===== config.mk =====
export PLATFORM = sky130hd
export DESIGN_NAME = pwm_swforce
export DESIGN_NICKNAME = d
export VERILOG_FILES = /design/src/rtl/pwm_swforce.sv
export SDC_FILE = /design/constraint.sdc
export NUM_CORES = 1
export LEC_CHECK = 0
export ABC_AREA = 0
export BUFFER_PORTS_ARGS = -buffer_cell sky130_fd_sc_hd__buf_2
export CORE_UTILIZATION = 52
export CTS_BUF_LIST = sky130_fd_sc_hd__clkbuf_8
export CTS_CLUSTER_DIAMETER = 60
export DETAILED_ROUTE_END_ITERATION = 6
export PLACE_DENSITY = 0.95
export SYNTH_ARGS = -nofsm -noshare
export SYNTH_HDL_FRONTEND = slang
export SYNTH_SLANG_ARGS = --single-unit

===== constraint.sdc =====
create_clock -name clk -period 2.8 [get_ports clk]
set_clock_uncertainty 0.1 [all_clocks]
set_input_delay 0.14 -clock clk [delete_from_list [all_inputs] [get_ports clk]]
set_output_delay 0.14 -clock clk [all_outputs]
set_load 0.005 [all_outputs]

===== src/rtl/pwm_swforce.sv =====
module pwm_swforce #(
  parameter int RD_W = 16
) (
  input  logic            clk,
  input  logic            rst_n,
  input  logic            wr_en,
  input  logic            wr_sel,
  input  logic [7:0]      wr_data,
  input  logic            rd_sel,
  output logic [RD_W-1:0] rd_data,
  input  logic            ctr_zero,
  input  logic            ctr_prd,
  input  logic [1:0]      cmp_act_a,
  input  logic [1:0]      cmp_act_b,
  output logic [3:0]      csf_active,
  output logic            out_a,
  output logic            out_b
);

  localparam logic [1:0] ACT_NONE = 2'd0;
  localparam logic [1:0] ACT_LOW  = 2'd1;
  localparam logic [1:0] ACT_HIGH = 2'd2;
  localparam logic [1:0] RLD_ZERO = 2'd0;
  localparam logic [1:0] RLD_PRD  = 2'd1;
  localparam logic [1:0] RLD_BOTH = 2'd2;
  localparam logic [1:0] RLD_DIR  = 2'd3;

  logic [1:0] mode, act_a, act_b;
  logic [3:0] csf_sh;

  wire wr_frc = wr_en & ~wr_sel;
  wire wr_csf = wr_en & wr_sel;
  wire frc_a  = wr_frc & wr_data[2];
  wire frc_b  = wr_frc & wr_data[5];
  wire [1:0] sel_a = frc_a ? wr_data[1:0] : cmp_act_a;
  wire [1:0] sel_b = frc_b ? wr_data[4:3] : cmp_act_b;

  wire reload = (mode == RLD_ZERO && ctr_zero) ||
                (mode == RLD_PRD  && ctr_prd)  ||
                (mode == RLD_BOTH && (ctr_zero || ctr_prd));

  function automatic logic next_lvl(input logic [1:0] act, input logic cur);
    case (act)
      ACT_NONE: next_lvl = cur;
      ACT_LOW:  next_lvl = 1'b0;
      ACT_HIGH: next_lvl = 1'b1;
      default:  next_lvl = ~cur;
    endcase
  endfunction

  always_ff @(posedge clk or negedge rst_n) begin
    if (!rst_n) begin
      mode  <= '0;
      act_a <= '0;
      act_b <= '0;
    end else if (wr_frc) begin
      mode  <= wr_data[7:6];
      act_b <= wr_data[4:3];
      act_a <= wr_data[1:0];
    end
  end

  always_ff @(posedge clk or negedge rst_n) begin
    if (!rst_n) begin
      csf_sh     <= '0;
      csf_active <= '0;
    end else begin
      if (wr_csf) csf_sh <= wr_data[3:0];
      if (wr_csf && mode == RLD_DIR) csf_active <= wr_data[3:0];
      else if (reload)               csf_active <= csf_sh;
    end
  end

  always_ff @(posedge clk or negedge rst_n) begin
    if (!rst_n) begin
      out_a <= 1'b0;
      out_b <= 1'b0;
    end else begin
      out_a <= next_lvl(sel_a, out_a);
      out_b <= next_lvl(sel_b, out_b);
    end
  end

  always_comb begin
    rd_data = '0;
    if (rd_sel) rd_data[3:0] = csf_sh;
    else        rd_data[7:0] = {mode, 1'b0, act_b, 1'b0, act_a};
  end

  a_r5_force_wins_a: assert property (@(posedge clk) disable iff (!rst_n)
    (wr_en && !wr_sel && wr_data[2] && wr_data[1:0] == ACT_HIGH) |=> out_a);

  a_r5_force_none_holds_b: assert property (@(posedge clk) disable iff (!rst_n)
    (wr_en && !wr_sel && wr_data[5] && wr_data[4:3] == ACT_NONE) |=> $stable(out_b));

  a_r7_cmp_low_a: assert property (@(posedge clk) disable iff (!rst_n)
    (!(wr_en && !wr_sel && wr_data[2]) && cmp_act_a == ACT_LOW) |=> !out_a);

  a_r12_toggle_b: assert property (@(posedge clk) disable iff (!rst_n)
    (wr_en && !wr_sel && wr_data[5] && wr_data[4:3] == 2'd3) |=> (out_b != $past(out_b)));

  a_r8_mode0_no_prd_load: assert property (@(posedge clk) disable iff (!rst_n)
    (mode == RLD_ZERO && !ctr_zero) |=> $stable(csf_active));

  a_r9_mode1_no_zero_load: assert property (@(posedge clk) disable iff (!rst_n)
    (mode == RLD_PRD && !ctr_prd) |=> $stable(csf_active));

endmodule


# == Yosys cells after proc, flatten, opt, wreduce, memory -nomap -nowiden ==
# Cells that the tools add are included.
# totals
regBits,16
output_inout_bits,22
elab_cells,40
# op_classes
n_eq_ne,7
mux,8
n_bitwise,7
n_reduce_logical,11
# ops
op,n
4-bit 2-to-1 mux,4
2-bit equality test (second input constant),4
2-bit by 1-bit equality test with 1-bit output (second input constant),3
2-bit logical NOT,3
1-bit case mux with 3 select lines,2
1-bit AND,4
1-bit logical AND,4
2-bit 2-to-1 mux,2
1-bit logical OR,3
1-bit inverter,3
2-bit nonzero test,1

# == Depth between registers and ports, before layout ==
# Gate-level depths: netlist of run 1.
# logic_depth
word_depth,6
mapped_depth,7

# == Least setup slack after synthesis of run 1 ==
# No wires, ideal clock.
# synth_timing
path_type,input port to flip-flop
from,in wr_en
to,reg out_b
setup_ns,0.126
arrival_ns,1.523
slack_ns,1.051
stages,7
path_buffers,1
path_cell_list,nor2b_1 buf_2 nand2_1 mux2_2 ha_1 nor3b_1 a221o_1
# synth_between
elab_chain_len,5
elab_cells_between_ends,7
# synth_rtl
element,line,source
from (decl),6,"input logic wr_en,"
1-bit AND (*),31,wire wr_frc = wr_en & ~wr_sel;
1-bit AND (*),34,wire frc_b = wr_frc & wr_data[5];
2-bit 2-to-1 mux (*),36,wire [1:0] sel_b = frc_b ? wr_data[4:3] : cmp_act_b;
2-bit equality test (tied with other cells),43,case (act)
1-bit case mux with 3 select lines,43,
to (signal assigned),80,"out_b <= next_lvl(sel_b, out_b);"
to (decl),17,output logic out_b
# Every way passes the cells marked *; elsewhere a longest branch is shown, timed or not.
# A chain may end at the register's enable or synchronous reset.

# == Worst setup path in the final report of run 1 ==
# Same ends and word-level chain as after synthesis.

==> impl_summary.md, run 1 <==
Run status
The flow ran to the end, and the final reports show no timing, DRC or antenna violations.

Critical path
The type of destination of the critical path is a flop. The worst register-to-register path begins at mode[1]. The critical path is of the in -> reg type.

In this run the worst setup path terminates at out_b. In this run the register-to-register setup slack is 1310 ps. In this run the critical register-to-register path is captured at csf_active[1]. The endpoint arrival time on the critical path is 1720 ps. Counting cells, the worst reg-to-reg path comes to 3.

The startpoint of the worst setup timing path is wr_en. The type of origin of the critical path is an input pin. The required arrival time at the worst endpoint is 2830 ps.

The largest fanout on the critical path is 8.

Layout
The antenna diode instance count is 0. In the layout the commonest cells are sky130_fd_sc_hd__buf_2, sky130_fd_sc_hd__mux2_2, sky130_fd_sc_hd__dfrtp_1. The finished cells cover 1200 um2. Relative to the synthesized area, the layout overhead comes to 22.0%.

The ratio of cells with drive above 1 in the final layout is 0.540. After the last flow step, the layout net total stands at 137. The number of standard cells in the final layout excluding fillers is 138.

Leaving out fill and tap cells, the most frequent cell in the layout is sky130_fd_sc_hd__buf_2.

Detailed routing
The ratio of routed vias to standard cells is 5.03. The post-route DRC violation count is 0. For this run, the detailed router's first-pass iteration total came to 2.

The count of antenna-violating nets left after detailed routing is 0. The number of DRC markers after the initial detailed-route iteration is 4. The detailed-route via count is 694. The average detailed-routed wire length per instance is 12.4 um. The total wire length is 1720 um.

Min path
In this run the most critical hold path is launched from wr_data[6]. Counting instances, the worst hold path has a depth of 2. The tightest min-delay check is of the in -> reg type.

Power
For this design the static power due to leakage is 0.602 nW. The power per unit of standard cell area is 594 nW/um2. The highest ir drop seen on vdd is 0.000521 V.

Place
The post-detailed-placement half-perimeter wirelength is 1390 um. The placement-stage worst setup slack is 849 ps. During placement, the flow inserted port buffers numbering 31. Routability-driven placement finished with a final weighted congestion of 0.795. The cell area reported after detailed placement is 1130 um2. The count of placed standard cells including taps is 133.

Synthesis
The netlist area before placement is 982 um2. The flip-flop and latch count after synthesis is 16. For this run, the number of Yosys warnings is 0. Each instance of the synthesized netlist takes up on average 12.6 um2.

Of the synthesized area, sequential elements account for 0.408. Counting every instance in the synthesized netlist gives 78. In this run, distinct cell masters in the synthesized netlist total 19.

GRT
In the global route stage, overall resource usage came out at 0.188. The wire length of the first global-routing pass is 2710 um. After global routing the overflow that remains totals 0. Entering global routing, the biggest net connects 17 pins. The number of antenna violations at the first check in global routing was 0. The via count of the first global-routing pass came to 657.

Timing
Across all hold checks on the routed design, the worst slack comes to 31.9 ps. The worst path needs 1690 ps of the cycle, external delays included. The final-report hold violation count came to 0.

The final worst slack is 1110 ps. The sum of negative setup slack is 0 ps. The maximum clock frequency is 592 MHz. The number of failing setup endpoints in the final timing report is 0. The number of pins exceeding their max-slew limit in the final report is 0. Setup repair after global routing left no endpoint under its margin. The share of the cycle needed by the critical path after routing is 0.603.

Clock tree
The TritonCTS clock tree is done. Once the clock tree was built, the resizer swapped 0 gates to a different size. The number of H-tree levels is 1.

The clock net in this run drives a total of 16 sinks. At the later pin of the worst-skew pair, clock insertion delay measures 250 ps. The buffers inserted during post-CTS setup optimization is 0.

Clock-pin slew was measured on the worst setup and hold paths at 60 ps. The number of CTS-inserted buffers is 3. The clock root buffer is sky130_fd_sc_hd__clkbuf_8. The buffer depth of the longest clock path is 2.

Floorplanning
The die is 45.5 um wide. The vertical die dimension is 45.5 um. The top-level I/O count is 41. After floorplanning, the core was sized to cover 1750 um2. The total die area is 2070 um2. The initial utilization of the core area, before any placement, comes to 0.563. The number of standard-cell rows in the floorplan is 15.

Flow run
Across the run, the number of max-cap violations was 0.
==> worst min-delay path by stage <==
stage                         end  slack, ps
global placement    csf_active[0]        -40
finish                    mode[0]         30
CTS                       mode[0]         40
floorplan                act_a[0]       -260
detailed placement  csf_active[1]        -30
global route              mode[0]         40
==> per-stage QoR <==
stage	power (mW)	utilization
2_1_floorplan	0.444	-
3_3_place_gp	0.507	0.649
3_5_place_dp	0.517	0.649
4_1_cts	0.718	0.687
5_1_grt	0.751	0.687
6_report	0.712	0.687
==> cells in the mapped netlist <==
master                      n  share of area
sky130_fd_sc_hd__mux2_4     4          0.061
sky130_fd_sc_hd__dfrtp_1   16           0.41
sky130_fd_sc_hd__a211oi_1   2          0.015
sky130_fd_sc_hd__mux2i_1    4          0.041
sky130_fd_sc_hd__nor3b_1    2          0.015
sky130_fd_sc_hd__buf_2      1         0.0051
sky130_fd_sc_hd__nor2_1     2         0.0076
sky130_fd_sc_hd__nand3_1    1         0.0051
sky130_fd_sc_hd__nor2b_1    5          0.032
sky130_fd_sc_hd__a31oi_4    1          0.022
sky130_fd_sc_hd__nand4_2    1          0.013
sky130_fd_sc_hd__conb_1     1         0.0038
sky130_fd_sc_hd__a221o_1    1          0.010
sky130_fd_sc_hd__and2_1     1         0.0064
sky130_fd_sc_hd__ha_1       4          0.051
sky130_fd_sc_hd__nand2b_1   1         0.0064
sky130_fd_sc_hd__buf_4      9          0.069
sky130_fd_sc_hd__nand2_1    3          0.011
sky130_fd_sc_hd__mux2_2    19           0.22
==> registers in the layout (all words and copies together) (netlist names) <==
| register | cells |
|---|---|
| out_b | 1 |
| act_b | 2 |
| act_a | 2 |
| mode | 2 |
| out_a | 1 |
| csf_active | 4 |
| csf_sh | 4 |
==> power breakdown <==
| group | total, mW | internal [mW] | switching, mW |
|---|---|---|---|
| Clock | 0.199 | 0.125 | 0.0748 |
| Sequential | 0.313 | 0.280 | 0.0329 |
| Combinational | 0.199 | 0.123 | 0.0768 |
==> metal layers <==
layer  track usage  vias to the layer above  share of wire
met5             0                        -              0
met4         0.109                        0          0.022
met3        0.0198                        4          0.055
met2         0.320                       31           0.48
met1         0.227                      327           0.44
li1              -                      332              -
==> layout make-up <==
| cell class | instances | area (um2) |
|---|---|---|
| clock buffer | 4 | 55.1 |
| timing repair buffer | 33 | 173 |
| sequential | 16 | 400 |
| tap | 25 | 31.3 |
| fill | 136 | 547 |
| multi-input combinational | 60 | 539 |
==> kinds of logic (layout without fill, tap and decap cells) <==
logic type      Yosys count  in the layout  share of synthesized area
compound gates            4              4                     0.0471
fa+ha+maj                 4              4                     0.0510
buf+inv                  10             37                     0.0739
flops                    16             16                      0.408
mux                      27             27                      0.320
other cells               1              9                    0.00382
simple gates             16             16                     0.0968
==> worst max-delay path, stage by stage <==
cell                      delay, ps
sky130_fd_sc_hd__buf_2          120
sky130_fd_sc_hd__nor2b_1        120
sky130_fd_sc_hd__buf_4          160
sky130_fd_sc_hd__nand2_1        140
sky130_fd_sc_hd__mux2_2         350
sky130_fd_sc_hd__ha_1           280
sky130_fd_sc_hd__nor3b_1        140
sky130_fd_sc_hd__a221o_1        260
==> repair_timing <==
action / in CTS / in global routing
setup endpoints to repair: 0 / 0
hold endpoints to repair: 16 / 0
hold buffers: 1 / 0
(Power assumes the default switching activity.)
==> run 2: changes to the inputs <==
CORE_UTILIZATION = 49   (was 52)
PLACE_DENSITY = 0.91   (was 0.95)
clock period = 1.6 ns   (was 2.8 ns; I/O delays follow)
==> run 2 against run 1 <==
Against the previous run: register-to-register slack got worse by 1200 ps; first-iteration DRC count increased to 2.8 times the previous value; via count increased by 8.1%; clock power increased by 78%; sequential power increased by 76%; critical path depth unchanged; global-route usage increased by 2.5 points; highest routed layer unchanged.
==> impl_summary.md, run 2 (synthesized netlist as in run 1, its figures left out) <==
Critical path
The worst register-to-register path ends at csf_active[1]. The type of destination of the critical path is a flop. The start of the worst register-to-register path is mode[1]. The required arrival time at the worst endpoint is 1650 ps. In this run the register-to-register setup slack is 130 ps.

Measured in cells, the most critical reg-to-reg path has a length of 3. The worst setup path is of the in -> reg kind. The type of origin of the critical path is an input pin. The endpoint arrival time on the critical path is 1530 ps. The largest fanout on the critical path is 4.

Detailed routing
The average detailed-routed wire length per instance is 13.7 um. After detailed routing, the number of remaining DRC violations is 0. In the routed layout, each cell is associated on average with a via count of 5.07. The first routing iteration left 11 violations. The first-pass iteration count of the detailed router is 4. The count of antenna-violating nets left after detailed routing is 0. The final route contains 750 vias. The total wire length is 2030 um.

Clock tree
The number of CTS-inserted buffers is 3. The TritonCTS clock tree is done. The latest clock arrival within the worst-skew pair is 250 ps. The buffers inserted during post-CTS setup optimization is 0. No sink is reached through more buffers than the 2 on the longest clock path. The clock net sink count is 16. The clock root buffer is sky130_fd_sc_hd__clkbuf_8.

In this run the number of H-tree levels came out at 1. The clock-pin slew on the worst setup and hold paths is 60 ps.

Floorplanning
The starting utilization of the core area is 0.545. The vertical die dimension is 46.8 um. The top-level I/O count is 41.

The number of standard-cell rows in the floorplan is 15. The region available for standard cell placement spans 1800 um2. The chip width is 46.8 um.

The total die area is 2190 um2.

GRT
The number of antenna violations at the first check in global routing is 0. The via count of the first global-routing pass is 697. The first global-routing pass estimated 3160 um of wire. Entering global routing, the biggest net connects 17 pins. The total grt overflow is 0. The total track usage is 0.213.

Layout
The ratio of cells with drive above 1 in the final layout is 0.577. After the last flow step, the layout net total stands at 147. The library cells used most frequently in the layout, excluding fill and tap cells, are sky130_fd_sc_hd__buf_2, sky130_fd_sc_hd__mux2_2, sky130_fd_sc_hd__dfrtp_1. In the final layout, the multi-input gates occupy 559 um2.

With fillers left out, the area of the finished cells amounts to 1300 um2. In the final layout, the registers with the most flip-flops are csf_active x4, csf_sh x4. The filler cell count in the final layout is 144.

Once layout is complete, the cells apart from fillers number 148. The most common library cell in the layout ignoring fill and taps is sky130_fd_sc_hd__buf_2. The antenna diode instance count is 0. The area growth from synthesis to final layout is 32.2%. The storage element area is 400 um2.

Timing
Of the available clock period, the critical path in the final layout requires 0.927. The sum of negative setup slack is 0 ps. The shortest period the worst path allows is 1480 ps. The number of failing setup endpoints in the final timing report is 0. Setup repair after global routing left no endpoint under its margin. The final-report hold violation count is 0. The maximum clock frequency is 674 MHz.

The number of pins exceeding their max-slew limit in the final report is 0.

Place
The weighted congestion reported at the end of routability-driven placement is 0.704. After detailed placement, the total cell area comes to 1210 um2. The count of input and output buffers is 31. The number of placed instances, taps included, is 141. After legalization and detailed placement, the total HPWL measured 1550 um.

Power
The part of the total power dissipated in sequential elements is 0.429. VDD sags by at most 0.000602 V. The portion of total power attributed to combinational logic is 0.295.

The post-route total power is 1.28 mW. The switching power total is 0.341 mW. Of the total power, the share spent switching nets is 0.266. The clock power share is 0.276. The leakage dissipation is 0.656 nW. In this run the power density over the cells is 987 nW/um2.

The internal power of the cells totals 0.941 mW.

Flow run
The number of max-cap violations is 0.

Min path
The worst hold path was traced through 2 stages. In this run the most critical hold path is launched from wr_data[4]. The path with the worst hold slack has its endpoint at act_b[1].

In this run the worst hold path is classified as in -> reg.

Run status
The run finished with clean final reports.
run 2: cell count changes in the layout (fill, tap and decap cells not counted), sizes merged:
cell	change
dlygate4sd3	+2
buf	+8
run 2: worst max-delay path, cell delays in order:
cell	delay, ps
sky130_fd_sc_hd__buf_2	110
sky130_fd_sc_hd__nor2b_1	140
sky130_fd_sc_hd__buf_4	150
sky130_fd_sc_hd__nand2_1	160
sky130_fd_sc_hd__mux2i_1	260
sky130_fd_sc_hd__ha_1	270
sky130_fd_sc_hd__nor3b_1	140
sky130_fd_sc_hd__a211oi_1	220
run 2: how the worst max path moves through the flow:
| stage | start | end | slack [ps] | cells after the start |
|---|---|---|---|---|
| 2_1_floorplan | wr_en | out_b | 20 | 7 |
| 3_3_place_gp | wr_en | out_b | -80 | 8 |
| 3_5_place_dp | wr_en | out_a | -130 | 8 |
| 4_1_cts | wr_en | out_a | 110 | 8 |
| 5_1_grt | wr_en | out_a | 10 | 8 |
| 6_report | wr_en | out_a | 120 | 8 |
run 2: metal layers:
| layer | global-route usage | vias to the layer above | share of wire |
|---|---|---|---|
| met1 | 0.260 | 360 | 0.42 |
| met4 | 0.126 | 0 | 0.019 |
| met5 | 0 | - | 0 |
| met3 | 0.0231 | 4 | 0.044 |
| met2 | 0.361 | 31 | 0.52 |
| li1 | - | 355 | - |
run 2: repair_timing:
action / in CTS / in global routing
gates resized for setup: 0 / 0
hold buffers: 3 / 0
hold endpoints to repair: 18 / 0
run 2: cell type report:
type	instances	area share
Multi-Input combinational cell	60	0.431
Tap cell	25	0.0241
Timing Repair Buffer	43	0.195
Sequential cell	16	0.308
Clock buffer	4	0.0424
run 2: stage by stage:
step	worst slack (ps)	utilization	hold slack, ps
2_1_floorplan	19.2	-	-316
3_3_place_gp	-78.5	0.674	-94.8
3_5_place_dp	-130	0.674	-87.9
4_1_cts	111	0.721	5.65
5_1_grt	13.7	0.721	11.0
6_report	117	0.721	4.88
run 2: power groups by stage:
stage	Combinational [mW]	Sequential, mW	Clock (mW)
global route	0.421	0.563	0.377
finish	0.378	0.550	0.354
global placement	0.359	0.548	0
CTS	0.382	0.550	0.360
detailed placement	0.374	0.557	0
floorplan	0.234	0.548	0
==> run 3: changes to the inputs <==
CORE_ASPECT_RATIO = 1.5   (was default)
==> run 3 against run 2 <==
Against the previous run: sequential share of layout area grew 0.12 points; register-to-register slack lost 40 ps; largest cell class unchanged; die area grew 0.18%; design area shrank 0.39%; highest routed layer unchanged; largest power group unchanged; critical endpoint is now out_b.
==> impl_summary.md, run 3 (synthesized netlist as in run 1, its figures left out) <==
Run status
The flow ran to the end, and the final reports show no timing, DRC or antenna violations.

Detailed routing
The number of DRC markers after the initial detailed-route iteration is 2. Once detail routing completed, the nets flagged for antenna violations numbered 0. After detailed routing, the number of remaining DRC violations is 0. Wires add up to 1930 um.

The first-pass iteration count of the detailed router is 3. Dividing the detail-routed wire length by the instance count gives 13.6 um. The ratio of routed vias to standard cells is 5.06.

For this block, the via count after detailed routing is 718.

Clock tree
The cell sitting at the root of the clock tree is a sky130_fd_sc_hd__clkbuf_8. The buffer depth of the longest clock path is 2. The TritonCTS clock tree is done. The later pin in the worst-skew pair is clocked with a latency of 240 ps. The clock-pin slew on the worst setup and hold paths is 60 ps. TritonCTS created 3 clock buffers. In this run the number of H-tree levels came out at 1. The clock net sink count is 16.

Critical path
The endpoint arrival time on the critical path is 1540 ps. The required arrival time at the worst endpoint is 1630 ps. Traced cell by cell, the critical path runs through buf_2, nor2b_1, buf_4, nand2_4, mux2i_1, ha_4, nor3b_1, a221o_1. Along the worst path, the maximum fanout reaches 4.

The type of the worst setup path is in -> reg. STA classifies the critical path endpoint as a flop. For this run, the slowest stage of the critical path takes 350 ps. The slowest stage of the critical path belongs to the cell sky130_fd_sc_hd__mux2i_1. The type of origin of the critical path is an input pin. The minimum setup slack among reg-to-reg paths is 90 ps.

GRT
The wire length of the first global-routing pass is 3060 um. In the global route stage, overall resource usage came out at 0.198. The total overflow left after global routing is 0. The via count of the first global-routing pass is 698. Entering global routing, the biggest net connects 17 pins. The number of antenna violations at the first check in global routing is 0.

Power
The clock power share is 0.275. Of the total power, the share spent switching nets is 0.263. The switching power total is 0.336 mW. The analysis attributes to cell leakage a power of 0.648 nW. The portion of total power attributed to combinational logic is 0.295. The internal power is 0.941 mW. The share of total power dissipated in sequential elements is 0.429. The worst-case IR drop observed on VDD is 0.000688 V. In this run the power density over the cells is 987 nW/um2.

Place
The cell area reported after detailed placement is 1190 um2. The weighted congestion reported at the end of routability-driven placement is 0.729. The count of input and output buffers is 31.

Detailed placement ended at an HPWL of 1570 um.

Floorplanning
The initialized floorplan defines 19 standard-cell rows. For this configuration, the core starts out at a cell density of 0.530. The die covers 2190 um2. After floorplanning, the core was sized to cover 1850 um2. The die is 38.6 um wide.

The vertical die dimension is 56.8 um. The top-level I/O count is 41.

Layout
In the final layout, the registers with the most flip-flops are csf_active x4, csf_sh x4. The most common library cell in the layout ignoring fill and taps is sky130_fd_sc_hd__buf_2. The ratio of cells with drive above 1 in the final layout is 0.579.

Relative to the synthesized area, the layout overhead comes to 31.7%. The final cell area excluding filler cells is 1290 um2. The net count of the finished layout is 145. At the end of the flow the core is filled with cells to 0.698.

The antenna diode instance count is 0. Leaving out fill and tap cells, the most frequent cells in the layout are sky130_fd_sc_hd__buf_2, sky130_fd_sc_hd__mux2_2, sky130_fd_sc_hd__dfrtp_1.

Flow run
The tool flagged a number of max-cap violations equal to 0.

Timing
The share of the cycle needed by the critical path after routing is 0.942. The number of failing setup endpoints in the final timing report is 0. The final-report hold violation count is 0. The maximum clock frequency is 664 MHz.

The shortest period the worst path allows is 1510 ps. The number of pins exceeding their max-slew limit in the final report is 0. Setup repair after global routing left no endpoint under its margin.

Min path
The worst hold path belongs to the class in -> reg.
-- run 3: cell types whose count changed in the layout (fill, tap and decap cells not counted) --
cell,previous run,this run
sky130_fd_sc_hd__nand2_2,0,1
sky130_fd_sc_hd__dlygate4sd3_1,3,4
sky130_fd_sc_hd__buf_2,31,30
sky130_fd_sc_hd__mux2i_1,4,3
sky130_fd_sc_hd__nand2_1,2,1
sky130_fd_sc_hd__mux2_2,19,18
sky130_fd_sc_hd__mux2i_2,0,1
sky130_fd_sc_hd__mux2_4,4,5
sky130_fd_sc_hd__buf_4,9,7
-- run 3: cell type report --
type | count | area, um2
multi-input combinational | 60 | 569
fill | 143 | 561
sequential | 16 | 400
timing repair buffer | 41 | 243
clock buffer | 4 | 55.1
tap | 21 | 26.3
-- run 3: timing repair --
action,4_1_cts,5_1_grt
endpoints found under the setup margin,0,2
gates resized for setup,0,3
hold buffers,4,0
endpoints found under the hold margin,19,0
setup buffers,0,1
-- run 3: routing by layer --
layer,share of wire,track usage
met5,0,0
met3,0.033,0.0237
met4,0.0057,0.0887
met1,0.41,0.251
met2,0.55,0.324
-- run 3: path summary, 6_finish.rpt --
kind	start	to	cells after the start
max	wr_en	out_b	8
min	wr_data[3]	csf_sh[3]	2
max reg2reg	mode[1]	csf_active[2]	3
min reg2reg	out_a	out_a	1
max in group asynchronous	rst_n	csf_active[0]	2
min in group asynchronous	rst_n	out_a	2
-- run 3: power groups by stage --
stage | registers [mW] | logic, mW | clock network, mW
after floorplan | 0.548 | 0.234 | 0
after global placement | 0.548 | 0.356 | 0
after detailed placement | 0.555 | 0.370 | 0
after CTS | 0.550 | 0.378 | 0.355
after global routing | 0.562 | 0.413 | 0.371
final | 0.548 | 0.377 | 0.352
-- run 3: stage by stage --
stage | total power, mW | TNS [ps] | instances | setup slack [ps] | hold WS [ps]
floorplan | 0.782 | 0 | 86 | 19.2 | -316
CTS | 1.28 | 0 | 142 | 16.9 | 12.4
finish | 1.28 | 0 | 142 | 93.4 | 21.9
detailed placement | 0.925 | -364 | 134 | -183 | -91.5
global route | 1.35 | 0 | 142 | 16.0 | 39.3
global placement | 0.904 | -213 | 134 | -114 | -93.7
-- run 3: worst max-delay path: cells and delay by family --
family	cells	cell delay, ps
AOI/OAI and AO/OA	1	250
adders and majority gates	1	260
buffers and inverters	2	260
muxes	1	350
and+or+nand+nor	3	340
